**src/rtl/wdog_pkg.sv**
```systemverilog
package wdog_pkg;
  localparam int ADDR_W = 12;
  localparam int DATA_W = 32;
  localparam logic [ADDR_W-1:0] OFS_LOAD = 12'h000;
  localparam logic [ADDR_W-1:0] OFS_CTRL = 12'h008;
  localparam logic [ADDR_W-1:0] OFS_KICK = 12'h00C;
  localparam logic [ADDR_W-1:0] OFS_LOCK = 12'hC00;
  localparam logic [DATA_W-1:0] OPEN_KEY = 32'h1ACCE551;

  typedef struct packed {
    logic rst_en;
    logic run;
  } ctrl_t;
endpackage

```
**src/rtl/wdog_prescale.sv**
```systemverilog
module wdog_prescale #(
  parameter int DIV = 16
) (
  input  logic clk,
  input  logic rst_n,
  input  logic run,
  input  logic restart,
  output logic tick
);
  localparam int PW = (DIV > 1) ? $clog2(DIV) : 1;
  localparam logic [PW-1:0] LAST = PW'(DIV - 1);

  logic [PW-1:0] phase;

  always_ff @(posedge clk or negedge rst_n) begin
    if (!rst_n) begin
      phase <= '0;
    end else if (!run || restart || phase == LAST) begin
      phase <= '0;
    end else begin
      phase <= phase + 1'b1;
    end
  end

  assign tick = run && !restart && (phase == LAST);
endmodule

```
**src/rtl/wdog_regs.sv**
```systemverilog
module wdog_regs
  import wdog_pkg::*;
#(
  parameter int CNT_W = 32
) (
  input  logic              clk,
  input  logic              rst_n,
  input  logic [ADDR_W-1:0] bus_addr,
  input  logic              bus_we,
  input  logic [DATA_W-1:0] bus_wdata,
  output logic [DATA_W-1:0] bus_rdata,
  output ctrl_t             ctrl,
  output logic [CNT_W-1:0]  load_val,
  output logic [CNT_W-1:0]  reload_val,
  output logic              reload,
  output logic              kick,
  output logic              locked
);
  logic wr_ok;
  logic wr_load;
  logic wr_ctrl;

  assign wr_ok   = bus_we && !locked;
  assign wr_load = wr_ok && (bus_addr == OFS_LOAD);
  assign wr_ctrl = wr_ok && (bus_addr == OFS_CTRL);
  assign kick    = wr_ok && (bus_addr == OFS_KICK);
  assign reload  = wr_load || kick;
  assign reload_val = wr_load ? bus_wdata[CNT_W-1:0] : load_val;

  always_ff @(posedge clk or negedge rst_n) begin
    if (!rst_n) begin
      locked   <= 1'b0;
      ctrl     <= '0;
      load_val <= '1;
    end else begin
      if (bus_we && bus_addr == OFS_LOCK) locked <= (bus_wdata != OPEN_KEY);
      if (wr_ctrl) ctrl <= ctrl_t'(bus_wdata[1:0]);
      if (wr_load) load_val <= bus_wdata[CNT_W-1:0];
    end
  end

  always_comb begin
    bus_rdata = '0;
    case (bus_addr)
      OFS_LOAD: bus_rdata[CNT_W-1:0] = load_val;
      OFS_CTRL: bus_rdata[1:0] = ctrl;
      OFS_LOCK: bus_rdata[0] = locked;
      default:  bus_rdata = '0;
    endcase
  end
endmodule

```
**src/rtl/wdog_counter.sv**
```systemverilog
module wdog_counter #(
  parameter int CNT_W = 32
) (
  input  logic             clk,
  input  logic             rst_n,
  input  logic             run,
  input  logic             rst_en,
  input  logic             tick,
  input  logic             reload,
  input  logic             kick,
  input  logic [CNT_W-1:0] reload_val,
  input  logic [CNT_W-1:0] load_val,
  output logic             irq,
  output logic             rst_req
);
  logic [CNT_W-1:0] count;
  logic             expire;

  assign expire = tick && !reload && (count == '0);

  always_ff @(posedge clk or negedge rst_n) begin
    if (!rst_n) begin
      count   <= '1;
      irq     <= 1'b0;
      rst_req <= 1'b0;
    end else begin
      if (reload) begin
        count <= reload_val;
      end else if (tick) begin
        count <= (count == '0) ? load_val : count - 1'b1;
      end

      if (kick || !run) begin
        irq <= 1'b0;
      end else if (expire) begin
        irq <= 1'b1;
      end

      if (expire && irq && rst_en) rst_req <= 1'b1;
    end
  end
endmodule

```
**src/rtl/wdog_top.sv**
```systemverilog
module wdog_top
  import wdog_pkg::*;
#(
  parameter int CNT_W = 32,
  parameter int DIV   = 16
) (
  input  logic              clk,
  input  logic              rst_n,
  input  logic [ADDR_W-1:0] bus_addr,
  input  logic              bus_we,
  input  logic [DATA_W-1:0] bus_wdata,
  output logic [DATA_W-1:0] bus_rdata,
  output logic              wd_irq,
  output logic              wd_rst_req
);
  ctrl_t            ctrl;
  logic [CNT_W-1:0] load_val;
  logic [CNT_W-1:0] reload_val;
  logic             reload;
  logic             kick;
  logic             locked;
  logic             tick;

  wdog_regs #(.CNT_W(CNT_W)) u_regs (
    .clk        (clk),
    .rst_n      (rst_n),
    .bus_addr   (bus_addr),
    .bus_we     (bus_we),
    .bus_wdata  (bus_wdata),
    .bus_rdata  (bus_rdata),
    .ctrl       (ctrl),
    .load_val   (load_val),
    .reload_val (reload_val),
    .reload     (reload),
    .kick       (kick),
    .locked     (locked)
  );

  wdog_prescale #(.DIV(DIV)) u_pre (
    .clk     (clk),
    .rst_n   (rst_n),
    .run     (ctrl.run),
    .restart (reload),
    .tick    (tick)
  );

  wdog_counter #(.CNT_W(CNT_W)) u_cnt (
    .clk        (clk),
    .rst_n      (rst_n),
    .run        (ctrl.run),
    .rst_en     (ctrl.rst_en),
    .tick       (tick),
    .reload     (reload),
    .kick       (kick),
    .reload_val (reload_val),
    .load_val   (load_val),
    .irq        (wd_irq),
    .rst_req    (wd_rst_req)
  );
endmodule

```
**config.mk**
```make
export PLATFORM = sky130hd
export DESIGN_NAME = wdog_top
export DESIGN_NICKNAME = d
export VERILOG_FILES = /design/src/rtl/wdog_pkg.sv /design/src/rtl/wdog_prescale.sv /design/src/rtl/wdog_regs.sv /design/src/rtl/wdog_counter.sv /design/src/rtl/wdog_top.sv
export SDC_FILE = /design/constraint.sdc
export NUM_CORES = 1
export LEC_CHECK = 0
export CAP_MARGIN = 20
export CORE_ASPECT_RATIO = 1.75
export CORE_MARGIN = 5
export CORE_UTILIZATION = 40
export CTS_CLUSTER_SIZE = 12
export DETAILED_ROUTE_END_ITERATION = 8
export DONT_BUFFER_PORTS = 1
export MAX_ROUTING_LAYER = met4
export SKIP_CTS_REPAIR_TIMING = 1
export SYNTH_ARGS = -nofsm -noshare
export SYNTH_HDL_FRONTEND = slang
export SYNTH_SLANG_ARGS = --single-unit
```
**constraint.sdc**
```tcl
create_clock -name clk -period 5.5 [get_ports clk]
set_input_delay 0.275 -clock clk [delete_from_list [all_inputs] [get_ports clk]]
set_output_delay 0.275 -clock clk [all_outputs]
set_load 0.02 [all_outputs]
```
* Word level (Yosys, flattened, before mapping)
Cells that the tools add are included.
** Cells by class
- Reduce and logical (&&, ||, !) cells :: 22
- Equality and inequality tests :: 5
- Add/sub/neg operators :: 2
- Mux-type cells :: 10
** Operators by type and width (number)
- 32-bit two-way mux :: 4
- 32-bit logical NOT :: 1
- 32-bit by 29-bit inequality test with 1-bit output (second input constant) :: 1
- 32-bit by 1-bit subtractor with 32-bit output (second input constant) :: 1
- 30-bit two-way mux :: 1
- 12-bit by 4-bit equality test with 1-bit output (second input constant) :: 2
- 12-bit equality test (second input constant) :: 1
- 12-bit logical NOT :: 1
- 1-bit logical AND :: 11
- 4-bit by 1-bit adder with 4-bit output (second input constant) :: 1
- 4-bit equality test (second input constant) :: 1
- 1-bit logical OR :: 4
- 4-bit two-way mux :: 1
- 2-bit nonzero test :: 2
- 1-bit logical NOT :: 3
- 1-bit case mux with 3 select lines :: 1
- 1-bit two-way mux :: 2
- 1-bit case mux with 2 select lines :: 1
** Storage, ports and cells
- Bits in registers :: 73
- Logic and storage cells :: 47
- Output and inout port bits :: 34

* Longest topological paths before layout
Gate-level depths: netlist of the first run.
- Depth after elaboration :: 11
- Depth in mapped cells :: 9
- Mapped depth without buffers :: 7

* Cells and area by module
A second synthesis of the first run with hierarchy kept.
** Unflattened totals
- Cells, all modules :: 463
- Area total of the unflattened synthesis :: 4610.7 um2
** By module, submodules not included
- wdog_counter :: instances 1, area an instance 2509.9 um2, sequential area each 890.9 um2, cells an instance 304
- wdog_regs :: instances 1, area an instance 1903.1 um2, sequential area each 915.9 um2, cells an instance 142
- wdog_prescale :: instances 1, area an instance 197.7 um2, sequential area each 100.1 um2, cells an instance 17

* Worst setup path before layout of the first run
Ideal clock, no wire load.
- Path type :: register to register
- Start :: register u_cnt.count[12]
- End :: register u_cnt.count[8]
- Cell stages (with the launch flop) :: 10
- Path buffers :: 4
- Path slack :: 2.974 ns
- Arrival time :: 2.462 ns
- Setup time :: 0.064 ns
- Required time :: 5.436 ns
- Cells stage by stage :: dfstp_2 > buf_2 > or4_1 > or4_4 > buf_6 > or2_1 > buf_6 > buf_6 > a211o_1 > nand3_1
** On the way
- Cells in the longest elaborated chain, start to end :: 4
** Ends and longest elaborated chain
- start: declaration :: RTL line wdog_counter.sv:16 : logic [CNT_W-1:0] count;
- start signal: assignment :: RTL line wdog_counter.sv:28 : count <= reload_val;
- start signal: assignment :: RTL line wdog_counter.sv:30 : count <= (count == '0) ? load_val : count - 1'b1;
- 32-bit logical NOT :: RTL line wdog_counter.sv:30
- 32-bit two-way mux :: RTL line wdog_counter.sv:30
- 32-bit two-way mux :: RTL line wdog_counter.sv:29 : end else if (tick) begin
- 32-bit two-way mux :: RTL line wdog_counter.sv:27 : if (reload) begin
No other way between the ends. The select of a mux whose other input is x is not followed.
A chain may end at the register's enable or synchronous reset.

* Final worst setup path of the first run
- Start :: register u_cnt.count[11]
- End :: register u_cnt.count[13]
** On the way
- Cells in the longest elaborated chain, start to end :: 4
- Elaborated cells between the ends (all ways) :: 5
** Ends and longest elaborated chain (RTL line)
- 32-bit by 1-bit subtractor with 32-bit output or 32-bit logical NOT (tied branches) :: wdog_counter.sv:30
- 32-bit two-way mux * :: wdog_counter.sv:30
- 32-bit two-way mux * :: wdog_counter.sv:29
- 32-bit two-way mux * :: wdog_counter.sv:27
Mark *: on every way between the ends. The rest lies on a longest branch, timed or not. The select of a mux whose other input is x is not followed.

==> out/qor.log, run 1 <==
[run_status] status finished clean
[worst_setup_path] Setup Crit Path Kind register to register
[global_routing] maximum number of pins on one net before global-route repair 74
[pwr] maximum resistive drop on vdd 0.000169 V
[sta] total count of max-transition violations in the final report 0
[sta] relative slew slack 0.287
[yosys] ys async rst share 1.00
[placement] RD Place Congestion 0.952
[worst_setup_path] startpoint type of the worst setup path register
[global_routing] All-Layer GR Usage 0.211
[job] max-cap violation count 0
[sta] time the final worst path needs with I/O delays and setup 3110 ps
[cells_and_area] area grow syn2layout 9.22%
[sta] ratio of final minimum period to clock period 0.566
[floorplanning] Die Ht 153 um
[placement] standard cell area after detailed placement 4770 um2
[worst_setup_path] Max FO, Critical Path 26
[global_routing] met2 global-route usage 0.362
[sta] Final Hold Violating Endpoints 0
[global_routing] Global Route met3 Usage 0.0462
[global_routing] number of global-route vias before repair 4,237
[yosys] most area-hungry cell type in the Yosys netlist sky130_fd_sc_hd__dfstp_2
[yosys] Warnings, synthesis 0
[floorplanning] Core Box Area 11,500 um2
[pwr] P_leak 2.00 nW
[placement] Detailed Place HPWL 10,100 um
[cells_and_area] post-route cell area 5110 um2
[placement] Port-buffer cells 0
[clock_tree] TritonCTS clock tree built
[sta] Peak Freq 321 MHz
[global_routing] layer carrying the most global-route usage met2
[yosys] top cells by count, synth sky130_fd_sc_hd__dfstp_2 (64), sky130_fd_sc_hd__o21ai_0 (36), sky130_fd_sc_hd__mux2_2 (35)
[worst_setup_path] Arr. time, crit path 3360 ps
[yosys] flip-flop and latch count after synthesis 73
[sta] setup-violating endpoint count in the final report 0
[worst_setup_path] cell type group with the largest total delay on the critical path simple AND/OR/NAND/NOR gates
[floorplanning] horizontal die dimension 91.8 um
[yosys] Distinct cells, synth 52
[floorplanning] area of the die 14,100 um2
[global_routing] initial antenna violation count 0
[sta] setup TNS 0 ps
[route] iteration count of the initial detailed-routing pass 4
[yosys] fraction of synthesized cell area taken by the top area cell type 0.359
[yosys] fraction of the yosys area taken by sequential cells 0.407
[clock_tree] Max Root-Sink Buffers 2
[pwr] Power Density 232 nW/um2
[yosys] most instantiated library cell after synthesis sky130_fd_sc_hd__dfstp_2
[route] vias per cell 6.37
[pwr] total power after layout 0.00118 W
[yosys] top cells by area, synth sky130_fd_sc_hd__dfstp_2 (36%), sky130_fd_sc_hd__mux2_2 (8.4%), sky130_fd_sc_hd__dfrtp_1 (4.8%)
[global_routing] GR Layer Usage met1 0.224
[global_routing] wire length of the first global-routing pass 22,800 um
[route] antenna violation net count after detailed routing 0
[yosys] predominant post-synthesis flop cell sky130_fd_sc_hd__dfstp_2
[sta] setup repair after global routing missed its margin false
[yosys] Syn Std Cell Area 4680 um2
[clock_tree] clock-pin slew reported for the worst setup and hold paths after clock tree synthesis 60 ps
[cells_and_area] Net count, final 539
[yosys] post-synthesis area per instance 9.37 um2
[cells_and_area] Inserted Diodes 0
[route] Residual DRC 0
[sta] worst hold slack 87.0 ps
[worst_setup_path] CP Capture Type register
[cells_and_area] area of the multi-input gates 2590 um2
[clock_tree] clock net sink count 73
[floorplanning] I/O pin cnt 81
[worst_setup_path] required time reported for the critical path endpoint 5750 ps
[cells_and_area] register area 1910 um2
[worst_hold_path] worst min path class input pin to register
[clock_tree] Max H-tree Level 3
[route] iteration-0 DRC count of the detailed router 322
[yosys] number of synthesized flops with an enable pin 0
[clock_tree] total clock buffers created by CTS 9
[clock_tree] worst skew pair latency 340 ps
[route] routed wire length 13,900 um
[clock_tree] clock root buffer master sky130_fd_sc_hd__clkbuf_16
[worst_setup_path] cell-by-cell listing of the critical path or4_1 -> or4_4 -> or2_1 -> and3_1 -> o31ai_1
[worst_setup_path] Reg2Reg Setup Slack 2390 ps
[yosys] Synthesized Nets 550
[global_routing] leftover overflow at the end of global routing 0
[worst_setup_path] Crit path buffers/inverters 0
[route] total number of vias 4,007
[route] wire per inst 22.1 um
[cells_and_area] fraction of layout cells with a size suffix above 1 0.263
[worst_setup_path] Worst path max stage delay 710 ps
[yosys] gate count of the mapped netlist 500
[cells_and_area] fill cell instance count of the final layout 1,121
[floorplanning] starting utilization of the core area 0.407
[floorplanning] count of standard-cell rows 52
[worst_setup_path] Critical Path Slowest Stage Cell sky130_fd_sc_hd__or4_4
[sta] actual slew at the worst max-slew pin 1060 ps
[sta] post-route clock skew 5.91 ps
## routing by layer
| layer | wire length [um] | vias up |
|---|---|---|
| met2 | 7590 | 140 |
| met5 | 0 | - |
| met4 | 518 | 0 |
| met1 | 5000 | 1971 |
| li1 | - | 1861 |
| met3 | 826 | 35 |
## final cells by class
class,count,area share
clock buffers,14,0.0536
clock inverters,2,0.00685
inverters,8,0.00587
multi-input cells,386,0.507
flip-flops and latches,73,0.373
well taps,135,0.0330
repair buffers,11,0.0205
## metrics by stage
stage | util | cells | worst slack [ps]
2_1_floorplan | - | 500 | 2970
3_3_place_gp | 0.414 | 611 | 2440
3_5_place_dp | 0.414 | 611 | 2390
4_1_cts | 0.441 | 627 | 2370
5_1_grt | 0.444 | 629 | 2280
6_report | 0.444 | 629 | 2390
## layout by cell type (no fill, tap or decap), types with 4 or more instances in the layout
cell type and count:
sky130_fd_sc_hd__dfstp_2 64, sky130_fd_sc_hd__o21ai_0 36, sky130_fd_sc_hd__mux2_2 35, sky130_fd_sc_hd__and2_1 32, sky130_fd_sc_hd__nand2_1 28, sky130_fd_sc_hd__nand3_1 28, sky130_fd_sc_hd__a21oi_1 25, sky130_fd_sc_hd__and3_1 23
sky130_fd_sc_hd__nor3_1 20, sky130_fd_sc_hd__nor2_1 19, sky130_fd_sc_hd__nand4_1 16, sky130_fd_sc_hd__nor4_1 15, sky130_fd_sc_hd__xnor2_1 10, sky130_fd_sc_hd__mux2i_1 10, sky130_fd_sc_hd__o211ai_1 10, sky130_fd_sc_hd__clkbuf_16 9
sky130_fd_sc_hd__buf_4 9, sky130_fd_sc_hd__dfrtp_1 9, sky130_fd_sc_hd__inv_1 8, sky130_fd_sc_hd__or4_1 8, sky130_fd_sc_hd__nor4b_1 6, sky130_fd_sc_hd__nor3b_1 6, sky130_fd_sc_hd__o31ai_1 6, sky130_fd_sc_hd__or3_1 5
sky130_fd_sc_hd__nor4bb_1 5, sky130_fd_sc_hd__xor2_1 4
## registers in the layout (all words and copies together) (netlist names)
| register | flops |
|---|---|
| u_pre.phase | 4 |
| u_cnt.count | 32 |
| u_regs.load_val | 32 |
| u_regs.locked | 1 |
| u_cnt.irq | 1 |
| u_cnt.rst_req | 1 |
| u_regs.ctrl | 2 |
## report_power, final
group,internal [W],switching (W)
sequential,0.000542,0.00000146
clock,0.000388,0.000221
combinational,0.0000113,0.0000203
## path summary, 6_finish.rpt
| kind | start | depth (start not counted) | endpoint |
|---|---|---|---|
| max in group asynchronous | rst_n | 2 | u_regs.load_val[16] |
| min in group asynchronous | rst_n | 2 | u_cnt.rst_req |
| worst max-delay path | u_cnt.count[11] | 5 | u_cnt.count[13] |
| worst max register to register | u_cnt.count[11] | 5 | u_cnt.count[13] |
| worst min register to register | u_pre.phase[0] | 1 | u_pre.phase[0] |
| worst min-delay path | bus_wdata[1] | 1 | u_regs.ctrl[1] |
## logic make-up after synthesis
group | synth area share
adder cells (fa/ha/maj) | 0.00802
buffers and inverters | 0.0398
AND/OR/NAND/NOR | 0.277
AO/OA/AOI/OAI | 0.136
flip-flops | 0.407
multiplexers | 0.106
XOR/XNOR | 0.0262
No activity file was read; power rests on OpenSTA's default activity.
==> run 2: changes to the inputs <==
clock period = 2.71 ns   (was 5.5 ns; I/O delays follow)
==> run 2 against run 1 <==
- utilization increased by 3.9 points
- register-to-register slack got worse by 2300 ps
- maximum frequency rose by 19%
- sequential power increased by 100%
- worst hold slack worse by 56 ps
- critical path depth grew 1
- clock-buffer cell count shrank 3
- critical endpoint is now u_cnt.count[8]
- highest routed layer unchanged
==> out/qor.log, run 2 (synthesis results as in run 1) <==
[run_status] status finished clean
[route] met2 wirelength from detailed routing 8260 um
[job] max-cap violation count 0
[worst_setup_path] Setup Crit Path Kind register to register
[sta] ratio of final minimum period to clock period 0.964
[worst_setup_path] Arr. time, crit path 2890 ps
[placement] total placed cells including tap cells 631
[worst_setup_path] required time reported for the critical path endpoint 2990 ps
[route] uppermost metal layer occupied by signal nets met4
[cells_and_area] commonest non-fill, non-tap cell in the layout sky130_fd_sc_hd__dfstp_2
[placement] Port-buffer cells 0
[floorplanning] area of the die 14,100 um2
[worst_setup_path] Worst path max stage delay 660 ps
[floorplanning] starting utilization of the core area 0.407
[route] iteration-0 DRC count of the detailed router 199
[sta] post-route clock skew 9.17 ps
[global_routing] number of global-route vias before repair 4,354
[cells_and_area] area grow syn2layout 18.9%
[clock_tree] Max H-tree Level 3
[clock_tree] clock root buffer master sky130_fd_sc_hd__clkbuf_16
[worst_hold_path] worst min path class input pin to register
[global_routing] All-Layer GR Usage 0.223
[worst_setup_path] startpoint type of the worst setup path register
[cells_and_area] post-layout instance count excluding filler cells 681
[global_routing] leftover overflow at the end of global routing 0
[cells_and_area] fraction of layout cells with a size suffix above 1 0.274
[placement] RD Place Congestion 0.908
[pwr] total power after layout 0.00239 W
[global_routing] wire length of the first global-routing pass 23,800 um
[route] antenna violation net count after detailed routing 0
[global_routing] maximum number of pins on one net before global-route repair 74
[worst_setup_path] CP Capture Type register
[clock_tree] clock-pin slew reported for the worst setup and hold paths after clock tree synthesis 60 ps
[pwr] maximum resistive drop on vdd 0.000294 V
[sta] setup repair after global routing missed its margin false
[clock_tree] worst skew pair latency 340 ps
[pwr] P_leak 2.21 nW
[route] Residual DRC 0
[floorplanning] count of standard-cell rows 52
[sta] Peak Freq 383 MHz
[route] iteration count of the initial detailed-routing pass 4
[route] routed wire length 15,300 um
[floorplanning] I/O pin cnt 81
[sta] setup TNS 0 ps
[route] wire per inst 22.5 um
[worst_setup_path] Max FO, Critical Path 11
[cells_and_area] biggest registers after layout u_cnt.count: 32 flops, u_regs.load_val: 32 flops, u_pre.phase: 4 flops
[clock_tree] TritonCTS clock tree built
[floorplanning] Core Box Area 11,500 um2
[clock_tree] clock net sink count 73
[cells_and_area] Net count, final 591
[sta] relative slew slack 0.506
[sta] Final Hold Violating Endpoints 0
[route] Routed met1 length 6020 um
[clock_tree] total clock buffers created by CTS 9
[worst_setup_path] cell-by-cell listing of the critical path or4_1 -> or4_4 -> or2_1 -> buf_4 -> a211o_1 -> nand3_1
[route] vias per cell 6.11
[pwr] Power Density 430 nW/um2
[route] total number of vias 4,158
[sta] total count of max-transition violations in the final report 0
[placement] Detailed Place HPWL 10,900 um
[floorplanning] horizontal die dimension 91.8 um
[cells_and_area] top library cells by usage in the layout, fill and taps aside sky130_fd_sc_hd__dfstp_2 (64), sky130_fd_sc_hd__o21ai_0 (36), sky130_fd_sc_hd__mux2_2 (35)
[clock_tree] Max Root-Sink Buffers 2
[route] Routed met3 length 583 um
[sta] time the final worst path needs with I/O delays and setup 2610 ps
[sta] setup-violating endpoint count in the final report 0
[global_routing] initial antenna violation count 1
[worst_setup_path] Critical Path Slowest Stage Cell sky130_fd_sc_hd__or4_1
[sta] actual slew at the worst max-slew pin 734 ps
[floorplanning] Die Ht 153 um
[run 2: changes by cell type in the layout (fill, tap and decap cells not counted)]
cell                            before  now
sky130_fd_sc_hd__clkinvlp_4          0    1
sky130_fd_sc_hd__buf_4               9   29
sky130_fd_sc_hd__clkbuf_1            2    1
sky130_fd_sc_hd__diode_2             0    2
sky130_fd_sc_hd__dlygate4sd3_1       1   33
sky130_fd_sc_hd__clkbuf_8            3    1
[run 2: final timing paths]
path	from	to	slack [ps]	cells after the start
setup / recovery	u_cnt.count[13]	u_cnt.count[8]	100	6
hold / removal	bus_we	u_regs.locked	30	2
setup reg to reg	u_cnt.count[13]	u_cnt.count[8]	100	6
hold reg to reg	u_pre.phase[0]	u_pre.phase[0]	500	1
max in group asynchronous	rst_n	u_cnt.count[17]	1980	2
min in group asynchronous	rst_n	u_regs.locked	380	2
[run 2: critical path: cells and delay by family, from the launching register on]
kind,cells,cell delay [ps]
AO/OA/AOI/OAI,1,270
flip-flops,1,410
AND/OR/NAND/NOR,4,1630
buffers and inverters,1,240
[run 2: power breakdown]
part	internal (W)	leakage [nW]	switching (W)
sequential	0.00110	0.786	0.00000304
clock	0.000726	0.137	0.000456
combinational	0.0000547	1.29	0.0000500
[run 2: stage by stage]
| stage | worst slack [ps] | instance area [um2] | hold slack [ps] | utilization |
|---|---|---|---|---|
| 3_5_place_dp | 124 | 4920 | -154 | 0.427 |
| 4_1_cts | 97.8 | 5200 | -513 | 0.452 |
| 3_3_place_gp | 180 | 4920 | -155 | 0.427 |
| 5_1_grt | 16.4 | 5570 | 47.1 | 0.483 |
| 2_1_floorplan | 184 | 4680 | -160 | - |
| 6_report | 96.4 | 5570 | 31.3 | 0.483 |
[run 2: layer usage]
metal,vias to the layer above,GRT usage
met5,-,-
met4,0,0.0836
met3,28,0.0433
met2,106,0.397
met1,2068,0.244
li1,1956,-
[run 2: cell type report]
type / instances / area, um2
Sequential cell: 73 / 1910
Multi-Input combinational cell: 386 / 2590
Clock buffer: 11 / 243
Antenna cell: 2 / 5.00
Inverter: 8 / 30.0
Clock inverter: 3 / 42.5
Timing Repair Buffer: 63 / 576
Tap cell: 135 / 169
Fill cell: 1096 / 5950
